$ cat config.mk
export PLATFORM = sky130hd
export DESIGN_NAME = row_hit_sched
export DESIGN_NICKNAME = d
export VERILOG_FILES = /design/src/rtl/row_sched_pkg.sv /design/src/rtl/rs_bank_state.sv /design/src/rtl/rs_entry_class.sv /design/src/rtl/rs_age_arb.sv /design/src/rtl/row_hit_sched.sv
export SDC_FILE = /design/constraint.sdc
export NUM_CORES = 2
export LEC_CHECK = 0
export BUFFER_PORTS_ARGS = -buffer_cell sky130_fd_sc_hd__buf_2
export CORE_MARGIN = 5
export CORE_UTILIZATION = 45
export CTS_CLUSTER_SIZE = 28
export DETAILED_ROUTE_END_ITERATION = 8
export MAX_ROUTING_LAYER = met4
export SETUP_SLACK_MARGIN = 0.5
export SLEW_MARGIN = 20
export SYNTH_ARGS = -nofsm -noshare
export SYNTH_HDL_FRONTEND = slang
export SYNTH_HIERARCHICAL = 1
export SYNTH_SLANG_ARGS = --single-unit
$ cat constraint.sdc
create_clock -name clk_i -period 95.1 [get_ports clk_i]
set_clock_uncertainty 0.1 [all_clocks]
set_input_delay 14.265 -clock clk_i [delete_from_list [all_inputs] [get_ports clk_i]]
set_output_delay 14.265 -clock clk_i [all_outputs]
set_load 0.05 [all_outputs]
$ cat src/rtl/row_sched_pkg.sv
package row_sched_pkg;
  typedef enum logic [1:0] {
    CMD_COL     = 2'd0,
    CMD_ACT     = 2'd1,
    CMD_PRE_ACT = 2'd2
  } sched_cmd_e;
endpackage

$ cat src/rtl/rs_bank_state.sv
module rs_bank_state
  import row_sched_pkg::*;
#(
  parameter int ROW_W   = 14,
  parameter int ROW_CAP = 16,
  localparam int CNT_W  = $clog2(ROW_CAP + 1)
) (
  input  logic             clk_i,
  input  logic             rst_ni,
  input  logic             upd_i,
  input  sched_cmd_e       upd_cmd_i,
  input  logic [ROW_W-1:0] upd_row_i,
  input  logic             close_i,
  output logic             open_o,
  output logic [ROW_W-1:0] row_o,
  output logic             capped_o
);
  logic [CNT_W-1:0] cnt_q;

  always_ff @(posedge clk_i or negedge rst_ni) begin
    if (!rst_ni) begin
      open_o <= 1'b0;
      row_o  <= '0;
      cnt_q  <= '0;
    end else if (upd_i) begin
      if (close_i) begin
        open_o <= 1'b0;
        cnt_q  <= '0;
      end else if (upd_cmd_i == CMD_COL) begin
        cnt_q <= cnt_q + 1'b1;
      end else begin
        open_o <= 1'b1;
        row_o  <= upd_row_i;
        cnt_q  <= CNT_W'(1);
      end
    end
  end

  assign capped_o = (cnt_q >= CNT_W'(ROW_CAP));
endmodule

$ cat src/rtl/rs_entry_class.sv
module rs_entry_class
  import row_sched_pkg::*;
#(
  parameter int NUM_BANKS = 8,
  parameter int ROW_W     = 14,
  localparam int BANK_W   = $clog2(NUM_BANKS)
) (
  input  logic                            valid_i,
  input  logic [BANK_W-1:0]               bank_i,
  input  logic [ROW_W-1:0]                row_i,
  input  logic [NUM_BANKS-1:0]            bank_open_i,
  input  logic [NUM_BANKS-1:0][ROW_W-1:0] bank_row_i,
  input  logic [NUM_BANKS-1:0]            bank_capped_i,
  output logic                            hit_o,
  output sched_cmd_e                      cmd_o
);
  logic open_w, same_row_w, capped_w, hit_raw_w;

  assign open_w     = bank_open_i[bank_i];
  assign same_row_w = (bank_row_i[bank_i] == row_i);
  assign capped_w   = bank_capped_i[bank_i];
  assign hit_raw_w  = open_w && same_row_w && !capped_w;
  assign hit_o      = valid_i && hit_raw_w;

  always_comb begin
    if (!open_w)        cmd_o = CMD_ACT;
    else if (hit_raw_w) cmd_o = CMD_COL;
    else                cmd_o = CMD_PRE_ACT;
  end
endmodule

$ cat src/rtl/rs_age_arb.sv
module rs_age_arb #(
  parameter int QUEUE_DEPTH = 32,
  parameter int AGE_W       = 6,
  localparam int IDX_W      = $clog2(QUEUE_DEPTH)
) (
  input  logic [QUEUE_DEPTH-1:0]       req_i,
  input  logic [QUEUE_DEPTH*AGE_W-1:0] age_i,
  output logic                         any_o,
  output logic [IDX_W-1:0]             idx_o
);
  // modular compare: a precedes b when a-b is negative in AGE_W bits
  function automatic logic older(input logic [AGE_W-1:0] a, input logic [AGE_W-1:0] b);
    logic [AGE_W-1:0] d;
    d = a - b;
    return d[AGE_W-1];
  endfunction

  logic [AGE_W-1:0] best_age;

  always_comb begin
    any_o    = 1'b0;
    idx_o    = '0;
    best_age = '0;
    for (int i = 0; i < QUEUE_DEPTH; i++) begin
      if (req_i[i] && (!any_o || older(age_i[i*AGE_W +: AGE_W], best_age))) begin
        any_o    = 1'b1;
        idx_o    = IDX_W'(i);
        best_age = age_i[i*AGE_W +: AGE_W];
      end
    end
  end
endmodule

$ cat src/rtl/row_hit_sched.sv
module row_hit_sched
  import row_sched_pkg::*;
#(
  parameter int QUEUE_DEPTH = 32,
  parameter int NUM_BANKS   = 8,
  parameter int ROW_W       = 14,
  parameter int AGE_W       = 6,
  parameter int ROW_CAP     = 16,
  localparam int IDX_W      = $clog2(QUEUE_DEPTH),
  localparam int BANK_W     = $clog2(NUM_BANKS)
) (
  input  logic                            clk_i,
  input  logic                            rst_ni,
  input  logic                            policy_i,
  input  logic                            page_close_i,
  input  logic [QUEUE_DEPTH-1:0]          q_valid_i,
  input  logic [QUEUE_DEPTH*BANK_W-1:0]   q_bank_i,
  input  logic [QUEUE_DEPTH*ROW_W-1:0]    q_row_i,
  input  logic [QUEUE_DEPTH*AGE_W-1:0]    q_age_i,
  input  logic                            issue_i,
  output logic                            pick_valid_o,
  output logic [IDX_W-1:0]                pick_idx_o,
  output logic [1:0]                      pick_cmd_o
);
  logic [NUM_BANKS-1:0]            bank_open_w;
  logic [NUM_BANKS-1:0][ROW_W-1:0] bank_row_w;
  logic [NUM_BANKS-1:0]            bank_capped_w;

  logic [BANK_W-1:0] e_bank [QUEUE_DEPTH];
  logic [ROW_W-1:0]  e_row  [QUEUE_DEPTH];
  sched_cmd_e        e_cmd  [QUEUE_DEPTH];
  logic [QUEUE_DEPTH-1:0] e_hit_w;
  logic [QUEUE_DEPTH-1:0] hit_req_w;

  logic             hit_any_w, all_any_w;
  logic [IDX_W-1:0] hit_idx_w, all_idx_w;
  sched_cmd_e       pick_cmd_w;
  logic [BANK_W-1:0] pick_bank_w;
  logic [ROW_W-1:0]  pick_row_w;
  logic              accept_w;

  for (genvar q = 0; q < QUEUE_DEPTH; q++) begin : g_entry
    assign e_bank[q] = q_bank_i[q*BANK_W +: BANK_W];
    assign e_row[q]  = q_row_i[q*ROW_W +: ROW_W];
    rs_entry_class #(.NUM_BANKS(NUM_BANKS), .ROW_W(ROW_W)) u_class (
      .valid_i       (q_valid_i[q]),
      .bank_i        (e_bank[q]),
      .row_i         (e_row[q]),
      .bank_open_i   (bank_open_w),
      .bank_row_i    (bank_row_w),
      .bank_capped_i (bank_capped_w),
      .hit_o         (e_hit_w[q]),
      .cmd_o         (e_cmd[q])
    );
  end

  assign hit_req_w = e_hit_w & {QUEUE_DEPTH{policy_i}};

  rs_age_arb #(.QUEUE_DEPTH(QUEUE_DEPTH), .AGE_W(AGE_W)) u_hit_arb (
    .req_i (hit_req_w),
    .age_i (q_age_i),
    .any_o (hit_any_w),
    .idx_o (hit_idx_w)
  );

  rs_age_arb #(.QUEUE_DEPTH(QUEUE_DEPTH), .AGE_W(AGE_W)) u_all_arb (
    .req_i (q_valid_i),
    .age_i (q_age_i),
    .any_o (all_any_w),
    .idx_o (all_idx_w)
  );

  assign pick_valid_o = all_any_w;
  assign pick_idx_o   = hit_any_w ? hit_idx_w : all_idx_w;
  assign pick_cmd_w   = e_cmd[pick_idx_o];
  assign pick_cmd_o   = pick_cmd_w;
  assign pick_bank_w  = e_bank[pick_idx_o];
  assign pick_row_w   = e_row[pick_idx_o];
  assign accept_w     = issue_i && all_any_w;

  for (genvar b = 0; b < NUM_BANKS; b++) begin : g_bank
    rs_bank_state #(.ROW_W(ROW_W), .ROW_CAP(ROW_CAP)) u_bank (
      .clk_i     (clk_i),
      .rst_ni    (rst_ni),
      .upd_i     (accept_w && (pick_bank_w == BANK_W'(b))),
      .upd_cmd_i (pick_cmd_w),
      .upd_row_i (pick_row_w),
      .close_i   (page_close_i),
      .open_o    (bank_open_w[b]),
      .row_o     (bank_row_w[b]),
      .capped_o  (bank_capped_w[b])
    );
  end
endmodule

Yosys cells after proc, flatten, opt, wreduce, memory -nomap -nowiden
Cells that the tools add are included. Widths: inputs -> output; s select.

Logic and storage cells: 992. Memory bits (writable): 0. Output and inout port bits: 8. Memories: 0. Input port bits: 773. Bits in read-only memories: 0. Register bits after elaboration: 160. Bits in latches: 0.

Reduce and logical (&&, ||, !) cells: 341. Shifts and indexed selects: 0. Bitwise logic cells: 4. Order comparisons: 41. Equality and inequality tests: 40. $mul: 0. Add/subtract/negate cells: 70. Muxes and demuxes: 472. Divide/modulo/power cells: 0.

Operators with widths (number): $bmux 14 s3 (32); $mux 14 (34); $eq 14x14->1 (32); $mux 6 (62); $sub 6x6->6 (62); $mux 5 (49); $bmux 1 s3 (64); $logic_and 1x1->1 (167); $mux 2 (70); $mux 1 (132); $lt 3x4->1 const B (32); $logic_not 1->1 (94); $bmux 14 s5 (1); $mux 4 (16); $logic_or 1x1->1 (62); $add 5x1->5 const B (8); $ge 5x5->1 const B (8); $and 32x32->32 (1); $mux 3 (10); $reduce_and 3->1 (8); $reduce_and 2->1 (8); $bmux 3 s5 (1); $eq 3x3->1 const B (4); $bmux 2 s5 (1); 8 further kinds (10).

Logic depth before layout (Yosys ltp)
Depth in word-level cells: 140. Gate-level depth with buffers: 327. Mapped depth without buffers: 306.

Hierarchy
The synthesis kept the hierarchy.

By module, submodules not included: rs_entry_class (cells each 105, area each 1228.7 µm², sequential area each 0.0 µm², times used 32); rs_age_arb at u_hit_arb (cells each 1713, area each 11524.8 µm², sequential area each 0.0 µm², times used 1); rs_age_arb at u_all_arb (cells each 1632, area each 11123.2 µm², sequential area each 0.0 µm², times used 1); rs_bank_state (cells each 65, area each 918.4 µm², sequential area each 500.5 µm², times used 8); row_hit_sched (cells each 1183, area each 6299.8 µm², sequential area each 0.0 µm², times used 1).

Least setup slack after synthesis
Ideal clock, no wire load.

Path type: input -> output. From: input q_bank_i[1]. To: output pick_cmd_o[0]. Arrival time: 72.862 ns. Slack: 7.873 ns. Stages on the path: 300. Data required time: 80.735 ns. Path buffers: 19. Cells stage by stage: buf_6 mux2i_1 mux4_2 xnor2_1 or3b_1 nor4_2 and4_1 and2_1 buf_2 nand2_1 ha_1 and4_1 a21o_1 buf_6 mux2i_2 nor2_1 o21ai_0 inv_1 [... 264 more ...] nor2_1 a21o_1 ha_1 and4_1 o221ai_1 a221oi_1 or3b_1 nand3_1 o21ai_1 mux2i_4 buf_6 buf_4 buf_2 buf_2 nand2_1 a311oi_1 a311oi_1 o31ai_1.

Word-level cells in the longest chain between the ends: 137. Elaborated cells between the ends (all ways): 236. Classes of those cells: add/sub: 31; eq/ne: 1; mux: 105; bitwise: 2; reduce/logical: 97.

Ends and longest elaborated chain: start: declaration (RTL line row_hit_sched.sv:17) `input logic [QUEUE_DEPTH*BANK_W-1:0] q_bank_i,`; $bmux 14 s3 (RTL line rs_entry_class.sv:20) `assign same_row_w = (bank_row_i[bank_i] == row_i);`; $mux 14 (not written as such) (RTL line rs_entry_class.sv:20); $eq 14x14->1 (RTL line rs_entry_class.sv:20); $logic_and 1x1->1 (RTL line rs_entry_class.sv:22) `assign hit_raw_w = open_w && same_row_w && !capped_w;`; $logic_and 1x1->1 * (RTL line rs_entry_class.sv:22); $logic_and 1x1->1 * (RTL line rs_entry_class.sv:23) `assign hit_o = valid_i && hit_raw_w;`; net e_hit_w[0] (RTL line row_hit_sched.sv:32) `logic [QUEUE_DEPTH-1:0] e_hit_w;`; $and 32x32->32 * (RTL line row_hit_sched.sv:57) `assign hit_req_w = e_hit_w & {QUEUE_DEPTH{policy_i}};`; net hit_req_w[0] (RTL line row_hit_sched.sv:33) `logic [QUEUE_DEPTH-1:0] hit_req_w;`; [... 122 more ...]; $logic_or 1x1->1 (RTL line rs_age_arb.sv:25) `if (req_i[i] && (!any_o || older(age_i[i*AGE_W +: AGE_W], best_age))) begin`; $logic_and 1x1->1 (RTL line rs_age_arb.sv:25); $mux 5 * (RTL line rs_age_arb.sv:25); net hit_idx_w[1] (RTL line row_hit_sched.sv:36) `logic [IDX_W-1:0] hit_idx_w, all_idx_w;`; $mux 5 * (RTL line row_hit_sched.sv:74) `assign pick_idx_o = hit_any_w ? hit_idx_w : all_idx_w;`; $not 5->6 (not written as such) * (RTL line row_hit_sched.sv:75) `assign pick_cmd_w = e_cmd[pick_idx_o];`; $bmux 2 s5 * (RTL line row_hit_sched.sv:75); $mux 2 (not written as such) * (2 in a row) (RTL line row_hit_sched.sv:75); end: declaration (RTL line row_hit_sched.sv:23) `output logic [1:0] pick_cmd_o`.

Mark *: on every way through the listed nets, which the timed path passes. The rest lies on a longest branch. The select of a mux whose other input is x is not followed.

Worst setup path in the final report
From: input q_valid_i[0]. To: output pick_cmd_o[1].

Elaborated cells between the ends (all ways): 442. Classes of those cells: add/sub: 62; mux: 191; bitwise: 2; reduce/logical: 187.

RTL lines: start: declaration (RTL line row_hit_sched.sv:16) `input logic [QUEUE_DEPTH-1:0] q_valid_i,`; $mux 6 / $mux 1 (equally long branches) (RTL line rs_age_arb.sv:25); $sub 6x6->6 / $logic_not 1->1 (equally long branches) (RTL line rs_age_arb.sv:14, rs_age_arb.sv:25); $logic_or 1x1->1 (RTL line rs_age_arb.sv:25); $logic_and 1x1->1 (RTL line rs_age_arb.sv:25); $mux 6 / $mux 1 (equally long branches) (RTL line rs_age_arb.sv:25); $sub 6x6->6 / $logic_not 1->1 (equally long branches) (RTL line rs_age_arb.sv:14, rs_age_arb.sv:25); $logic_or 1x1->1 (RTL line rs_age_arb.sv:25); $logic_and 1x1->1 (RTL line rs_age_arb.sv:25); [... 114 more ...]; $logic_or 1x1->1 (RTL line rs_age_arb.sv:25); $logic_and 1x1->1 (RTL line rs_age_arb.sv:25); $mux 5 * (RTL line rs_age_arb.sv:25); net all_idx_w[0] (RTL line row_hit_sched.sv:36); $mux 5 * (RTL line row_hit_sched.sv:74); $not 5->6 (not written as such) * (RTL line row_hit_sched.sv:75); $bmux 2 s5 * (RTL line row_hit_sched.sv:75); $mux 2 (not written as such) * (2 in a row) (RTL line row_hit_sched.sv:75).

Marked as above.

==> reports/qor.csv <==
stage;metric;value;unit
status;status;finished, violations left;
status;violations;design-rule violations;
detailed_routing;vias;86326;
detailed_routing;drt-total-wl;426000;µm
cts;cts_tree;done;
synthesis;synthCells;8408;
detailed_routing;drt_iter0_markers;15695;
synthesis;synthFlopType;dfrtp_1;
cts;path_clk_slew;0.07;ns
synthesis;ys_seq_elements;160;
global_route;grt_max_degree;101;
critical_path;rr_startpoint;g_bank[7].u_bank/row_o[2];
floorplan;ios;781;
layout;nNetsFinal;9893;
global_route;first_global_vias;79187;
synthesis;async_flop_share;100;%
critical_path;r2r_cells;292;
detailed_routing;wl_per_cell;37.4;µm
critical_path;worstSetupEndpointType;primary output;
timing;timing.hold.ws;0.414;ns
critical_path;rrSetupSlack;30.03;ns
global_route;overflow;0;
synthesis;yosysTopAreaCell;mux4_2;
hold_path;min_delay_worst_endpoint;g_bank[3].u_bank/cnt_q[2];
timing;fin_crit_sh;95.9;%
cts;clock_latency;0.44;ns
floorplan;dieHeight;420;µm
timing;relSlewSlack;9.72;%
detailed_routing;drtPass1Iterations;9;
layout;area_delta_synth_final;8.64;%
synthesis;yosys-top-cells-count;1,003 x nand2_1, 879 x mux2i_1, 643 x mux4_2, 370 x nor2_1, 336 x xnor2_1;
timing;hold_viol;0;
detailed_routing;drc_errors;1;
global_route;grt_pass1_wl;587000;µm
global_route;antenna_found_initial;204;
cts;cts_max_level;4;
synthesis;yosysUniqueCellTypes;172;
place;hpwl;310000;µm
floorplan;initial_utilization;45.3;%
detailed_routing;via_per_inst;7.58;
detailed_routing;ant_nets;0;
place;place_congestion;1.14;
timing;drv_slew;0;
cts;cts_sinks;160;
critical_path;cp.required;80.74;ns
synthesis;synth_top_area_share;19.2;%
hold_path;hp-start;g_bank[3].u_bank/cnt_q[2];
layout;layout-drive-gt1-share;28.4;%
timing;finalSetupViolations;0;
synthesis;yosysSeqAreaShare;5.30;%
critical_path;critical_path_class;primary input to primary output;
critical_path;crit_path_max_incr_delay;0.60;ns
cts;numCtsBuffers;17;
place;port_buffers;780;
cts;clockBufferDepth;2;
synthesis;avgSynthCellArea;8.99;µm²
critical_path;crit_path_frequent_cell;ha_1;
synthesis;synth_area_leaders;mux4_2 19%, mux2i_1 12%, dfrtp_1 5.3%;
hold_path;hp-class;flop to flop;
synthesis;yosysWarnings;6;
critical_path;crit_fanout;100;
flow_run;cap_viol_max_count;0;
critical_path;r2r_end;g_bank[1].u_bank/row_o[3];
timing;rsz0062_at_grt;false;
cts;root_buffer;clkbuf_16;
synthesis;yosysMostFrequentCell;nand2_1;
synthesis;synth_area;0.0756;mm²
floorplan;dieArea;0.176;mm²
critical_path;worstSetupStartpointType;primary input;
cts;cts_hold_buf;0;
synthesis;synth_nets;9333;
timing;period_needed;91.20;ns
synthesis;synth_edf_count;0;
timing;worstMarginPinSlew;1.35;ns
global_route;grtUsageTotal;47.2;%
timing;max_freq;11.0;MHz
floorplan;coreArea;0.167;mm²
hold_path;hold_depth;1;
critical_path;arrival;76.84;ns
floorplan;fp.dieW;420;µm
floorplan;row_count;150;
critical_path;cp_slowest_cell;or4_1;
through the flow:
step                cell area [µm²]  TNS [ns]  instances  setup slack [ns]  util (%)
detailed placement            80100     -1.85      11098            -0.931      47.9
CTS                           80800         0      11138             0.577      48.4
finish                        82100         0      11394              3.90      49.2
floorplan                     75600         0       8408              7.87         -
global placement              80100         0      11098             0.243      47.9
global route                  82100         0      11363             0.386      49.1
worst max path at each step:
stage	startpoint	endpoint	slack, ns	cells past startpoint
4_1_cts	q_bank_i[0]	pick_cmd_o[1]	0.58	292
5_1_grt	q_bank_i[0]	pick_cmd_o[1]	0.39	300
2_1_floorplan	q_bank_i[1]	pick_cmd_o[0]	7.87	300
6_report	q_valid_i[0]	pick_cmd_o[1]	3.90	259
3_3_place_gp	q_bank_i[0]	pick_cmd_o[0]	0.24	289
3_5_place_dp	q_bank_i[0]	pick_cmd_o[1]	-0.93	289
cells by family after synthesis:
group | count (synthesis) | synth area share (%)
simple gates | 2780 | 19.5
mux | 2101 | 40.6
compound gates | 1852 | 18.8
buf+inv | 840 | 7.16
xor+xnor | 499 | 5.80
fa+ha+maj | 176 | 2.84
flops | 160 | 5.30
critical path: cells and delay by family:
kind                     cells  cell delay (ns)
AO/OA/AOI/OAI              126            29.87
multiplexers                21             6.28
AND/OR/NAND/NOR             64            13.82
buffers and inverters       16             2.50
adder cells (fa/ha/maj)     31             9.64
XOR/XNOR                     1             0.18
cell type report:
cell class | count | area, µm²
diodes | 209 | 523
clock buffers | 18 | 429
clock inverters | 14 | 150
fillers | 16088 | 84900
inverters | 280 | 1150
multi-input cells | 7408 | 66600
flip-flops and latches | 160 | 4000
well taps | 2204 | 2760
repair buffers | 1100 | 6490
repair inverters | 1 | 16.3
layer usage:
layer / vias up / GRT usage, % / wire [µm]
met2: 7832 / 63.6 / 169000
met5: - / - / 0
met1: 41666 / 54.1 / 145000
met3: 2191 / 17.2 / 61200
li1: 34637 / - / -
met4: 0 / 42.8 / 50400
repair_timing:
| item | 4_1_cts | 5_1_grt |
|---|---|---|
| buffers inserted | 6 | 45 |
| setup endpoints to repair | 6 | 7 |
| cloned | 2 | 1 |
| resized for setup | 11 | 81 |
| pin swaps | 3 | 18 |
registers in the layout (all words and copies together), names as in the netlist:
signal / count
g_bank.u_bank/open_o: 8
g_bank.u_bank/row_o: 112
g_bank.u_bank/cnt_q: 40
placed cells by master (no fill, tap or decap), types with 53 or more instances in the layout:
| cell | instances |
|---|---|
| diode_2 | 209 |
| or3_1 | 67 |
| xor2_1 | 162 |
| o211ai_1 | 62 |
| nand2_1 | 1000 |
| xnor2_1 | 334 |
| nand2b_1 | 99 |
| nor4_2 | 99 |
| a21oi_1 | 189 |
| inv_1 | 266 |
| mux2_4 | 81 |
| dfrtp_1 | 160 |
| buf_4 | 318 |
| mux2i_1 | 874 |
| nor3_1 | 145 |
| a31oi_1 | 95 |
| nor2_1 | 366 |
| and2_1 | 84 |
| o21ai_1 | 61 |
| a211oi_1 | 53 |
| mux4_2 | 643 |
| nand3_1 | 266 |
| nand4_1 | 78 |
| a311oi_1 | 124 |
| o22ai_1 | 190 |
| nor2b_1 | 117 |
| and3_1 | 121 |
| a221o_1 | 134 |
| buf_2 | 767 |
| mux2_1 | 200 |
| mux2_2 | 251 |
| ha_1 | 152 |
| o21ai_0 | 272 |
Power is left out: the tool's default activity adds up to more than one toggle a clock period on the data nets, which glitch-free logic cannot reach.
